`config.mk`:
```
export PLATFORM = sky130hd
export DESIGN_NAME = store_fwd_buffer
export DESIGN_NICKNAME = d
export VERILOG_FILES = /design/src/rtl/sbuf_pkg.sv /design/src/rtl/sbuf_ring.sv /design/src/rtl/sbuf_lookup.sv /design/src/rtl/sbuf_resp.sv /design/src/rtl/store_fwd_buffer.sv
export SDC_FILE = /design/constraint.sdc
export NUM_CORES = 2
export LEC_CHECK = 0
export BUFFER_PORTS_ARGS = -buffer_cell sky130_fd_sc_hd__buf_2
export CAP_MARGIN = 20
export CORE_MARGIN = 3
export CORE_UTILIZATION = 35
export DETAILED_ROUTE_END_ITERATION = 10
export GPL_TIMING_DRIVEN = 0
export MAX_ROUTING_LAYER = met4
export SLEW_MARGIN = 10
export SYNTH_ARGS = -nofsm -noshare
export SYNTH_HDL_FRONTEND = slang
export SYNTH_SLANG_ARGS = --single-unit
```
`constraint.sdc`:
```
create_clock -name clk -period 20.2 [get_ports clk]
set_clock_uncertainty 0.05 [all_clocks]
set_input_delay 5.05 -clock clk [delete_from_list [all_inputs] [get_ports clk]]
set_output_delay 5.05 -clock clk [all_outputs]
set_load 0.02 [all_outputs]
```
`src/rtl/sbuf_pkg.sv`:
```
package sbuf_pkg;
  localparam int unsigned AW         = 32;
  localparam int unsigned DBYTES     = 8;
  localparam int unsigned DW         = DBYTES * 8;
  localparam int unsigned OFF_W      = $clog2(DBYTES);
  localparam int unsigned LINE_BYTES = 64;
  localparam int unsigned LINE_W     = $clog2(LINE_BYTES);

  typedef logic [AW-1:0] addr_t;
  typedef logic [DW-1:0] data_t;
  typedef logic [1:0]    size_t;

  typedef struct packed {
    addr_t addr;
    size_t size;
    data_t data;
  } entry_t;

  // one past the last byte, widened so the sum never wraps
  function automatic logic [AW:0] span_end(addr_t a, size_t s);
    return {1'b0, a} + ({{AW{1'b0}}, 1'b1} << s);
  endfunction

  function automatic logic ranges_overlap(addr_t la, size_t ls, addr_t sa, size_t ss);
    return ({1'b0, la} < span_end(sa, ss)) && ({1'b0, sa} < span_end(la, ls));
  endfunction

  function automatic logic range_within(addr_t la, size_t ls, addr_t sa, size_t ss);
    return (la >= sa) && (span_end(la, ls) <= span_end(sa, ss));
  endfunction

  function automatic logic crosses_line(addr_t a, size_t s);
    logic [31:0] e;
    e = 32'(a[LINE_W-1:0]) + (32'd1 << s);
    return e > 32'(LINE_BYTES);
  endfunction

  // move the byte at offset 'off' down to lane 0 and clear lanes past the load size
  function automatic data_t lane_pick(data_t d, logic [OFF_W-1:0] off, size_t s);
    data_t sh;
    data_t r;
    sh = d >> {off, 3'b000};
    r  = '0;
    for (int b = 0; b < int'(DBYTES); b++)
      if (b < (1 << s)) r[8*b +: 8] = sh[8*b +: 8];
    return r;
  endfunction
endpackage

```
`src/rtl/sbuf_ring.sv`:
```
module sbuf_ring import sbuf_pkg::*; #(
  parameter  int unsigned DEPTH = 8,
  localparam int unsigned PTR_W = (DEPTH > 1) ? $clog2(DEPTH) : 1,
  localparam int unsigned CNT_W = $clog2(DEPTH + 1)
) (
  input  logic                    clk,
  input  logic                    rst_n,
  input  logic                    enq,
  input  entry_t                  enq_ent,
  input  logic                    deq,
  output entry_t [DEPTH-1:0]      ents,
  output logic   [PTR_W-1:0]      head,
  output logic   [CNT_W-1:0]      count,
  output logic                    full,
  output logic                    empty
);
  entry_t [DEPTH-1:0] store_q;
  logic   [PTR_W-1:0] tail;

  function automatic logic [PTR_W-1:0] bump(logic [PTR_W-1:0] p);
    return (p == PTR_W'(DEPTH - 1)) ? '0 : p + 1'b1;
  endfunction

  assign full  = (count == CNT_W'(DEPTH));
  assign empty = (count == '0);
  assign ents  = store_q;

  always_ff @(posedge clk) begin
    if (!rst_n) begin
      head  <= '0;
      tail  <= '0;
      count <= '0;
    end else begin
      if (enq) tail <= bump(tail);
      if (deq) head <= bump(head);
      case ({enq, deq})
        2'b10:   count <= count + 1'b1;
        2'b01:   count <= count - 1'b1;
        default: count <= count;
      endcase
    end
  end

  always_ff @(posedge clk) begin
    if (enq) store_q[tail] <= enq_ent;
  end

  AST_NO_OVERFLOW: assert property (@(posedge clk) disable iff (!rst_n)
    count <= CNT_W'(DEPTH));
  AST_FULL_HOLDS: assert property (@(posedge clk) disable iff (!rst_n)
    full && !deq |=> full);
endmodule

```
`src/rtl/sbuf_lookup.sv`:
```
module sbuf_lookup import sbuf_pkg::*; #(
  parameter  int unsigned DEPTH = 8,
  localparam int unsigned PTR_W = (DEPTH > 1) ? $clog2(DEPTH) : 1,
  localparam int unsigned CNT_W = $clog2(DEPTH + 1)
) (
  input  entry_t [DEPTH-1:0] ents,
  input  logic   [PTR_W-1:0] head,
  input  logic   [CNT_W-1:0] count,
  input  addr_t              ld_addr,
  input  size_t              ld_size,
  output logic               hit,
  output logic               fwd_ok,
  output data_t              fwd_data
);
  logic [PTR_W-1:0] slot [DEPTH];
  logic [DEPTH-1:0] ov_age;   // overlap flag per age, 0 = oldest
  logic [PTR_W-1:0] y_slot;
  entry_t           y_ent;

  for (genvar k = 0; k < int'(DEPTH); k++) begin : g_age
    assign slot[k]   = PTR_W'((int'(head) + k) % int'(DEPTH));
    assign ov_age[k] = (CNT_W'(k) < count) &&
                       ranges_overlap(ld_addr, ld_size, ents[slot[k]].addr, ents[slot[k]].size);
  end

  // later ages overwrite earlier ones, so the youngest overlap wins
  always_comb begin
    hit    = 1'b0;
    y_slot = '0;
    for (int k = 0; k < int'(DEPTH); k++) begin
      if (ov_age[k]) begin
        hit    = 1'b1;
        y_slot = slot[k];
      end
    end
  end

  assign y_ent    = ents[y_slot];
  assign fwd_ok   = hit &&
                    range_within(ld_addr, ld_size, y_ent.addr, y_ent.size) &&
                    !crosses_line(ld_addr, ld_size) &&
                    !crosses_line(y_ent.addr, y_ent.size);
  assign fwd_data = lane_pick(y_ent.data, OFF_W'(ld_addr - y_ent.addr), ld_size);
endmodule

```
`src/rtl/sbuf_resp.sv`:
```
module sbuf_resp import sbuf_pkg::*; (
  input  logic  clk,
  input  logic  rst_n,
  input  logic  ld_valid,
  input  logic  hit,
  input  logic  fwd_ok,
  input  data_t fwd_data,
  output logic  rsp_fwd,
  output logic  rsp_replay,
  output logic  rsp_cache,
  output data_t rsp_data
);
  logic live;

  always_ff @(posedge clk) begin
    if (!rst_n) begin
      live       <= 1'b0;
      rsp_fwd    <= 1'b0;
      rsp_replay <= 1'b0;
      rsp_cache  <= 1'b0;
      rsp_data   <= '0;
    end else begin
      live       <= 1'b1;
      rsp_fwd    <= ld_valid && fwd_ok;
      rsp_replay <= ld_valid && hit && !fwd_ok;
      rsp_cache  <= ld_valid && !hit;
      rsp_data   <= (ld_valid && fwd_ok) ? fwd_data : '0;
    end
  end

  AST_ONE_RESP: assert property (@(posedge clk) disable iff (!rst_n)
    live && $past(ld_valid) |-> $countones({rsp_fwd, rsp_replay, rsp_cache}) == 1);
  AST_NO_SPURIOUS: assert property (@(posedge clk) disable iff (!rst_n)
    live && !$past(ld_valid) |-> !(rsp_fwd || rsp_replay || rsp_cache));
endmodule

```
`src/rtl/store_fwd_buffer.sv`:
```
module store_fwd_buffer import sbuf_pkg::*; #(
  parameter int unsigned DEPTH = 8
) (
  input  logic          clk,
  input  logic          rst_n,
  input  logic          st_valid,
  output logic          st_ready,
  input  logic [AW-1:0] st_addr,
  input  logic [1:0]    st_size,
  input  logic [DW-1:0] st_data,
  input  logic          ld_valid,
  input  logic [AW-1:0] ld_addr,
  input  logic [1:0]    ld_size,
  output logic          rsp_fwd,
  output logic          rsp_replay,
  output logic          rsp_cache,
  output logic [DW-1:0] rsp_data,
  output logic          dr_req,
  input  logic          dr_gnt,
  output logic [AW-1:0] dr_addr,
  output logic [1:0]    dr_size,
  output logic [DW-1:0] dr_data
);
  localparam int unsigned PTR_W = (DEPTH > 1) ? $clog2(DEPTH) : 1;
  localparam int unsigned CNT_W = $clog2(DEPTH + 1);

  entry_t [DEPTH-1:0] ents;
  logic   [PTR_W-1:0] head;
  logic   [CNT_W-1:0] count;
  logic               full, empty;
  logic               enq_go, drain_go;
  logic               hit, fwd_ok;
  data_t              fwd_data;
  entry_t             oldest;

  assign enq_go   = st_valid && !full;
  assign drain_go = dr_gnt && !empty;
  assign st_ready = !full;

  sbuf_ring #(.DEPTH(DEPTH)) u_ring (
    .clk     (clk),
    .rst_n   (rst_n),
    .enq     (enq_go),
    .enq_ent ('{addr: st_addr, size: st_size, data: st_data}),
    .deq     (drain_go),
    .ents    (ents),
    .head    (head),
    .count   (count),
    .full    (full),
    .empty   (empty)
  );

  sbuf_lookup #(.DEPTH(DEPTH)) u_lookup (
    .ents     (ents),
    .head     (head),
    .count    (count),
    .ld_addr  (ld_addr),
    .ld_size  (ld_size),
    .hit      (hit),
    .fwd_ok   (fwd_ok),
    .fwd_data (fwd_data)
  );

  sbuf_resp u_resp (
    .clk        (clk),
    .rst_n      (rst_n),
    .ld_valid   (ld_valid),
    .hit        (hit),
    .fwd_ok     (fwd_ok),
    .fwd_data   (fwd_data),
    .rsp_fwd    (rsp_fwd),
    .rsp_replay (rsp_replay),
    .rsp_cache  (rsp_cache),
    .rsp_data   (rsp_data)
  );

  assign oldest  = ents[head];
  assign dr_req  = !empty;
  assign dr_addr = oldest.addr;
  assign dr_size = oldest.size;
  assign dr_data = oldest.data;

  AST_DRAIN_HOLD: assert property (@(posedge clk) disable iff (!rst_n)
    dr_req && !dr_gnt |=> dr_req && $stable(dr_addr) && $stable(dr_data));
  AST_CROSS_NOFWD: assert property (@(posedge clk) disable iff (!rst_n)
    ld_valid && crosses_line(ld_addr, ld_size) |=> !rsp_fwd);
endmodule

```
## Word-level counts from Yosys, hierarchy flattened

Index checks and enable logic that the tools add are counted.
Widths: inputs -> output; s select.

- Output and inout port bits: 167
- Flip-flop bits (word level): 861
- Logic and storage cells: 210
- Input bits: 137

- $add $sub $neg: 24
- Shifts and indexed selects: 13
- Reductions and logical operators: 43
- $lt $le $gt $ge: 47
- Eq/ne operators: 5
- Muxes and demuxes: 40

Operators with widths:

| kind | number |
|---|---|
| $bmux 98 s3 | 9 |
| $mux 98 | 10 |
| $bwmux 784 | 1 |
| $lt 32x33->1 | 16 |
| $add 32x33->33 | 10 |
| $shl 1x2->33 const A | 10 |
| $demux 98 s3 | 1 |
| $lt 4x32->1 const A | 4 |
| $add 6x32->32 | 2 |
| $gt 32x7->1 const B | 2 |
| $lt 3x32->1 const A | 2 |
| $shl 1x2->32 const A | 2 |
| $shr 64x6->64 | 1 |
| $lt 3x4->1 const B | 10 |
| $le 33x33->1 | 1 |
| $ge 32x32->1 | 1 |
| $lt 1x32->1 const A | 1 |
| $lt 2x32->1 const A | 1 |
| $mux 3 | 10 |
| $logic_and 1x1->1 | 27 |
| $reduce_and 3->1 | 8 |
| $lt 3x4->1 const A | 4 |
| $add 3x3->3 const B | 4 |
| $add 3x1->3 const B | 3 |
| other kinds (16) | 32 |

## Logic depth before layout (Yosys ltp)

- Depth in word-level cells: 26
- Mapped depth: 91

## By module

From an unflattened synthesis, not the netlist that was laid out.

- Cell total of the unflattened synthesis: 6273
- Area total of the unflattened synthesis: 72408.2 um^2

Modules (own cells, without submodules):

| module | times used | sequential area each (um^2) | cells each | area each (um^2) |
|---|---|---|---|---|
| sbuf_lookup | 1 | 0.0 | 4909 | 40172.3 |
| sbuf_ring | 1 | 23742.8 | 856 | 24181.9 |
| store_fwd_buffer | 1 | 0.0 | 353 | 5980.7 |
| sbuf_resp | 1 | 1341.3 | 155 | 2073.2 |

## Worst setup path before layout

OpenSTA, ideal clock, no wires.

- Kind: flip-flop to flip-flop
- From: reg u_ring.head[0]
- To: reg u_resp.rsp_data[36]
- Arrival: 16.140 ns
- Slack: 3.936 ns
- Period minus slack after synthesis: 16.264 ns
- Stages on the path, launching flop included: 89
- Path through: dfxtp_1 -> buf_6 -> buf_12 -> buf_12 -> inv_2 -> buf_6 -> buf_2 -> clkbuf_1 -> clkbuf_1 -> clkbuf_1 -> clkbuf_1 -> buf_1 -> ha_1 -> buf_4 -> buf_6 -> buf_6 -> buf_4 -> buf_2 -> [53 not listed] -> nor3_1 -> nor3b_1 -> xor2_1 -> ha_1 -> nor2b_1 -> o21ai_0 -> nand2b_1 -> a21oi_1 -> a21boi_0 -> o21ai_0 -> a21o_1 -> nand3_1 -> o21ai_0 -> a21boi_0 -> nor3_4 -> buf_6 -> buf_6 -> nor3_2

- Word-level cells in the longest chain between the ends: 26
- Elaborated cells between the ends (all ways): 105
- Classes of those cells: 18 x add/sub; 19 x order compare; 11 x shift; 34 x mux; 23 x reduce/logical

RTL lines:

| what | line | source |
|---|---|---|
| from (decl) | sbuf_ring.sv:12 | `output logic [PTR_W-1:0] head,` |
| from (signal assigned) | sbuf_ring.sv:35 | `if (deq) head <= bump(head);` |
| $add 3x1->3 or $bmux 98 s3 (tied branches) | sbuf_lookup.sv:21, sbuf_lookup.sv:23 |  |
| $bmux 98 s3 or $mux 98 (tied branches) | sbuf_lookup.sv:23 | `ranges_overlap(ld_addr, ld_size, ents[slot[k]].addr, ents[slot[k]].size);` |
| $mux 98 (implied by the code) or $shl 1x2->33 (tied branches) | sbuf_lookup.sv:23, sbuf_pkg.sv:21 |  |
| $shl 1x2->33 or $add 32x33->33 (tied branches) | sbuf_pkg.sv:21 | `return {1'b0, a} + ({{AW{1'b0}}, 1'b1} << s);` |
| $add 32x33->33 or $lt 32x33->1 (tied branches) | sbuf_pkg.sv:21, sbuf_pkg.sv:25 |  |
| $lt 32x33->1 or $logic_and 1x1->1 (tied branches) | sbuf_pkg.sv:25 | `return ({1'b0, la} < span_end(sa, ss)) && ({1'b0, sa} < span_end(la, ls));` |
| $logic_and 1x1->1, on equally long branches | sbuf_pkg.sv:25, sbuf_lookup.sv:22 |  |
| $logic_and 1x1->1 or $mux 3 (tied branches) | sbuf_lookup.sv:22, sbuf_lookup.sv:31 |  |
| [10 not listed] | - |  |
| $add 32x33->33 | sbuf_pkg.sv:21 |  |
| $le 33x33->1 | sbuf_pkg.sv:29 | `return (la >= sa) && (span_end(la, ls) <= span_end(sa, ss));` |
| $logic_and 1x1->1 | sbuf_pkg.sv:29 |  |
| $logic_and 1x1->1 | sbuf_lookup.sv:39 | `assign fwd_ok = hit &&` |
| $logic_and 1x1->1 | sbuf_lookup.sv:40 | `range_within(ld_addr, ld_size, y_ent.addr, y_ent.size) &&` |
| $logic_and 1x1->1 | sbuf_lookup.sv:41 | `!crosses_line(ld_addr, ld_size) &&` |
| $logic_and 1x1->1 | sbuf_resp.sv:27 | `rsp_data <= (ld_valid && fwd_ok) ? fwd_data : '0;` |
| $reduce_and 3->1 (no source line) | - |  |
| to (signal assigned) | sbuf_resp.sv:27 |  |
| to (decl) | sbuf_resp.sv:11 | `output data_t rsp_data` |

Several ways; a longest one is shown, not always the timed one. The select of a mux whose other input is x is not followed.
A chain may end at the register's enable or synchronous reset.

## Final worst setup path

- From: reg u_ring.head[0]
- To: reg u_resp.rsp_data[45]

Same word-level chain as after synthesis.

==> qor.yml <==
synth:
  synthDistinctLibCells: 127
  ys_async_sr_fraction_pct: 0
  syn-cell-area_um2: 73200
  netlist.area_leader.share_pct: 32.1
  syn_nets: 7521
  synthSimpleGateAreaFrac_pct: 13.2
  synth_most_common_cell: "nand2_1"
  synthCells: 6762
  ys_seq_elements: 861
  yosys.area_share.xor_xnor_pct: 3.60
  yosys-top-cells-area: "edfxtp_1 32%, mux4_2 13%, ha_1 10%"
  synth-edff-count: 784
  synth_common_cells: "1048 x nand2_1, 784 x edfxtp_1, 611 x ha_1, 527 x mux2i_1, 429 x mux4_2"
  synth_ff_type: "edfxtp_1"
  synthAdderAreaFrac_pct: 10.7
  seq_area_frac_synth_pct: 34.3
  yosysWarnings: 0
  synth_top_area_cell: "edfxtp_1"
  synth_mux_area_share_pct: 22.1
  synth_compound_area_share_pct: 12.1
  synth_area_per_cell_um2: 10.8
  synth_top_family_by_area: "multiplexers"
worst_hold_path:
  min_from: "u_ring.tail[2]"
  worstHoldEndpoint: "u_ring.tail[2]"
  hold_class: "reg2reg"
  worstHoldPathCells: 2
clock_network:
  insertion_delay_ns: 0.75
  clockBufferDepth: 3
  clock-sinks: 861
  cts_root_buf: "clkbuf_16"
  holdBufCountCts: 0
  clkTransAtPathRegs_ns: 0.07
  cts_tree: "done"
  numCtsBuffers: 86
  cts-htree-levels: 3
global_route:
  antenna_found_initial: 33
  grt_pass1_wl_um: 515000
  grt-ovfl-total: 0
  track_usage_pct: 35.4
  grt_max_degree: 29
  grt_pass1_vias: 62557
detailed_routing:
  vias: 65978
  drtIter0Drc: 9637
  wirelength_um: 384000
  drc: 0
  avgRoutedWirePerCell_um: 37.6
  postRouteAntennaNets: 0
  routed_via_density: 6.46
  dr.pass1.iters: 8
cells_and_area:
  nNetsFinal: 8063
  stdcell_count: 10207
  postLayoutCoreUtil_pct: 40.3
  drive_above_1_share_pct: 20.8
  areaGrowthSynthToFinish_pct: 14.3
  fillers: 19999
  regArea_um2: 25100
  multiInputGateArea_um2: 45800
sta:
  max_freq_mhz: 50.1
  slew-limit-headroom_pct: 15.0
  drv_slew: 0
  period_share_pct: 98.8
  finalSetupTns_ns: 0
  finalHoldViolations: 0
  rsz0062_at_grt: "false"
  setup_violations: 0
  fin_crit_ns: 19.95
  setup_slack_ns: 0.250
  tightest_slew_ns: 1.27
worst_setup_path:
  path_max_fanout: 10
  reg2reg_slack_ns: 0.25
  cp_top_family: "buffers and inverters"
  critPathBufInv: 22
  cp_slowest_stage_delay_ns: 0.63
  worst_setup_path_end_kind: "flop"
  rr_startpoint: "u_ring.head[0]"
  reg2reg_depth: 71
  start_kind: "flop"
  cpMostUsedCell: "clkbuf_4"
  path_class: "reg2reg"
  critPathArrivalTime_ns: 20.49
  slowest_stage: "clkbuf_1"
  r2r_end: "u_resp.rsp_data[45]"
  required_ns: 20.74
placed_design:
  placedCellCount: 9991
  port_buffers: 303
  hpwl_um: 315000
  place.gp.congestion: 1.12
  post-place-ws_ns: -8.20
floorplan:
  ios: 304
  die_y_um: 463
  dieArea_um2: 215000
  core_area_um2: 207000
  rows: 167
  initial_utilization_pct: 35.3
  die_x_um: 463
power_and_ir_drop:
  powerDensity_nw_per_um2: 196
  p_leak_nw: 31.3
  ir_drop_mv: 0.265
run_status:
  outcome: "complete, no violations"
run:
  max-cap-violations: 0
==> flip-flops by register name, indices dropped and copies added, names as in the netlist <==
signal,flops
u_resp.rsp_cache,1
u_ring.count,4
u_resp.rsp_replay,1
u_ring.tail,3
u_resp.rsp_fwd,1
u_ring.head,3
u_resp.rsp_data,64
u_ring.ents,784
==> per-layer routing <==
layer	part of all wire [%]	vias to the layer above	global-route usage, %
met5	0	-	-
met4	8.6	0	23.9
met1	37	32924	42.3
li1	-	27359	-
met3	11	1054	9.60
met2	43	4641	52.2
==> layout make-up <==
cell class | instances | area share, %
flip-flops and latches | 861 | 30.0
repair buffers | 461 | 3.76
clock inverters | 54 | 0.821
diodes | 43 | 0.129
well taps | 2788 | 4.17
plain buffers | 370 | 2.67
clock buffers | 106 | 2.81
multi-input cells | 5299 | 54.7
inverters | 225 | 1.01
==> through the flow <==
stage | area [um^2] | power, mW | hold slack, ns
floorplan | 73200 | 9.47 | 0.456
global route | 83700 | 16.9 | 0.575
detailed placement | 79800 | 14.0 | 0.537
finish | 83700 | 16.4 | 0.543
CTS | 83200 | 15.9 | 0.544
global placement | 78200 | 13.9 | 0.486
==> kinds of logic (layout without fill, tap and decap cells) <==
kind of cell,Yosys count,in the layout
AND/OR/NAND/NOR,2053,2053
AO/OA/AOI/OAI,1259,1259
multiplexers,1066,1066
flip-flops,861,861
adder cells (fa/ha/maj),622,622
buffers and inverters,602,1216
XOR/XNOR,299,299
other,0,43
==> power by group <==
group          switching, mW  leakage [nW]  internal [mW]
Combinational           8.38          22.1           4.22
Clock                  0.766          1.48          0.954
Sequential            0.0649          7.74           2.02
==> tightest hold or removal path: stages (launching register included) <==
cell      delay, ns
dfxtp_1        0.39
nand2_1        0.08
a21boi_0       0.07
==> layout by cell type (no fill, tap or decap), drive strengths merged, types with 47 or more instances in the layout <==
| cell | instances |
|---|---|
| inv | 234 |
| xnor2 | 190 |
| a21o | 118 |
| a211oi | 74 |
| buf | 686 |
| nor4 | 47 |
| nand3 | 185 |
| and3 | 61 |
| dfxtp | 77 |
| nor2 | 256 |
| xor2 | 109 |
| edfxtp | 784 |
| mux2 | 107 |
| mux4 | 430 |
| a21oi | 269 |
| nor2b | 51 |
| o22ai | 64 |
| clkbuf | 251 |
| o221ai | 96 |
| nand2 | 1050 |
| o21ai | 218 |
| nor3 | 107 |
| mux2i | 529 |
| ha | 611 |
| nand4 | 107 |
==> worst max path at each step <==
stage | from | endpoint | slack [ns] | depth (start not counted)
global placement | u_ring.head[0] | u_resp.rsp_data[50] | -9.03 | 82
finish | u_ring.head[0] | u_resp.rsp_data[45] | 0.25 | 71
CTS | u_ring.head[0] | u_resp.rsp_data[5] | 0.005 | 92
global route | u_ring.head[0] | u_resp.rsp_data[59] | 0.01 | 75
detailed placement | u_ring.head[0] | u_resp.rsp_data[50] | -8.20 | 79
floorplan | u_ring.head[0] | u_resp.rsp_data[36] | 3.94 | 88
==> what timing repair did <==
| action | 4_1_cts | 5_1_grt |
|---|---|---|
| buffers inserted | 2 | 10 |
| gates cloned | 0 | 0 |
| gates resized for setup | 127 | 64 |
| pin swaps | 3 | 7 |
| hold endpoints to repair | 0 | 0 |
| endpoints found under the setup margin | 66 | 66 |
No activity file was read; power rests on OpenSTA's default activity.
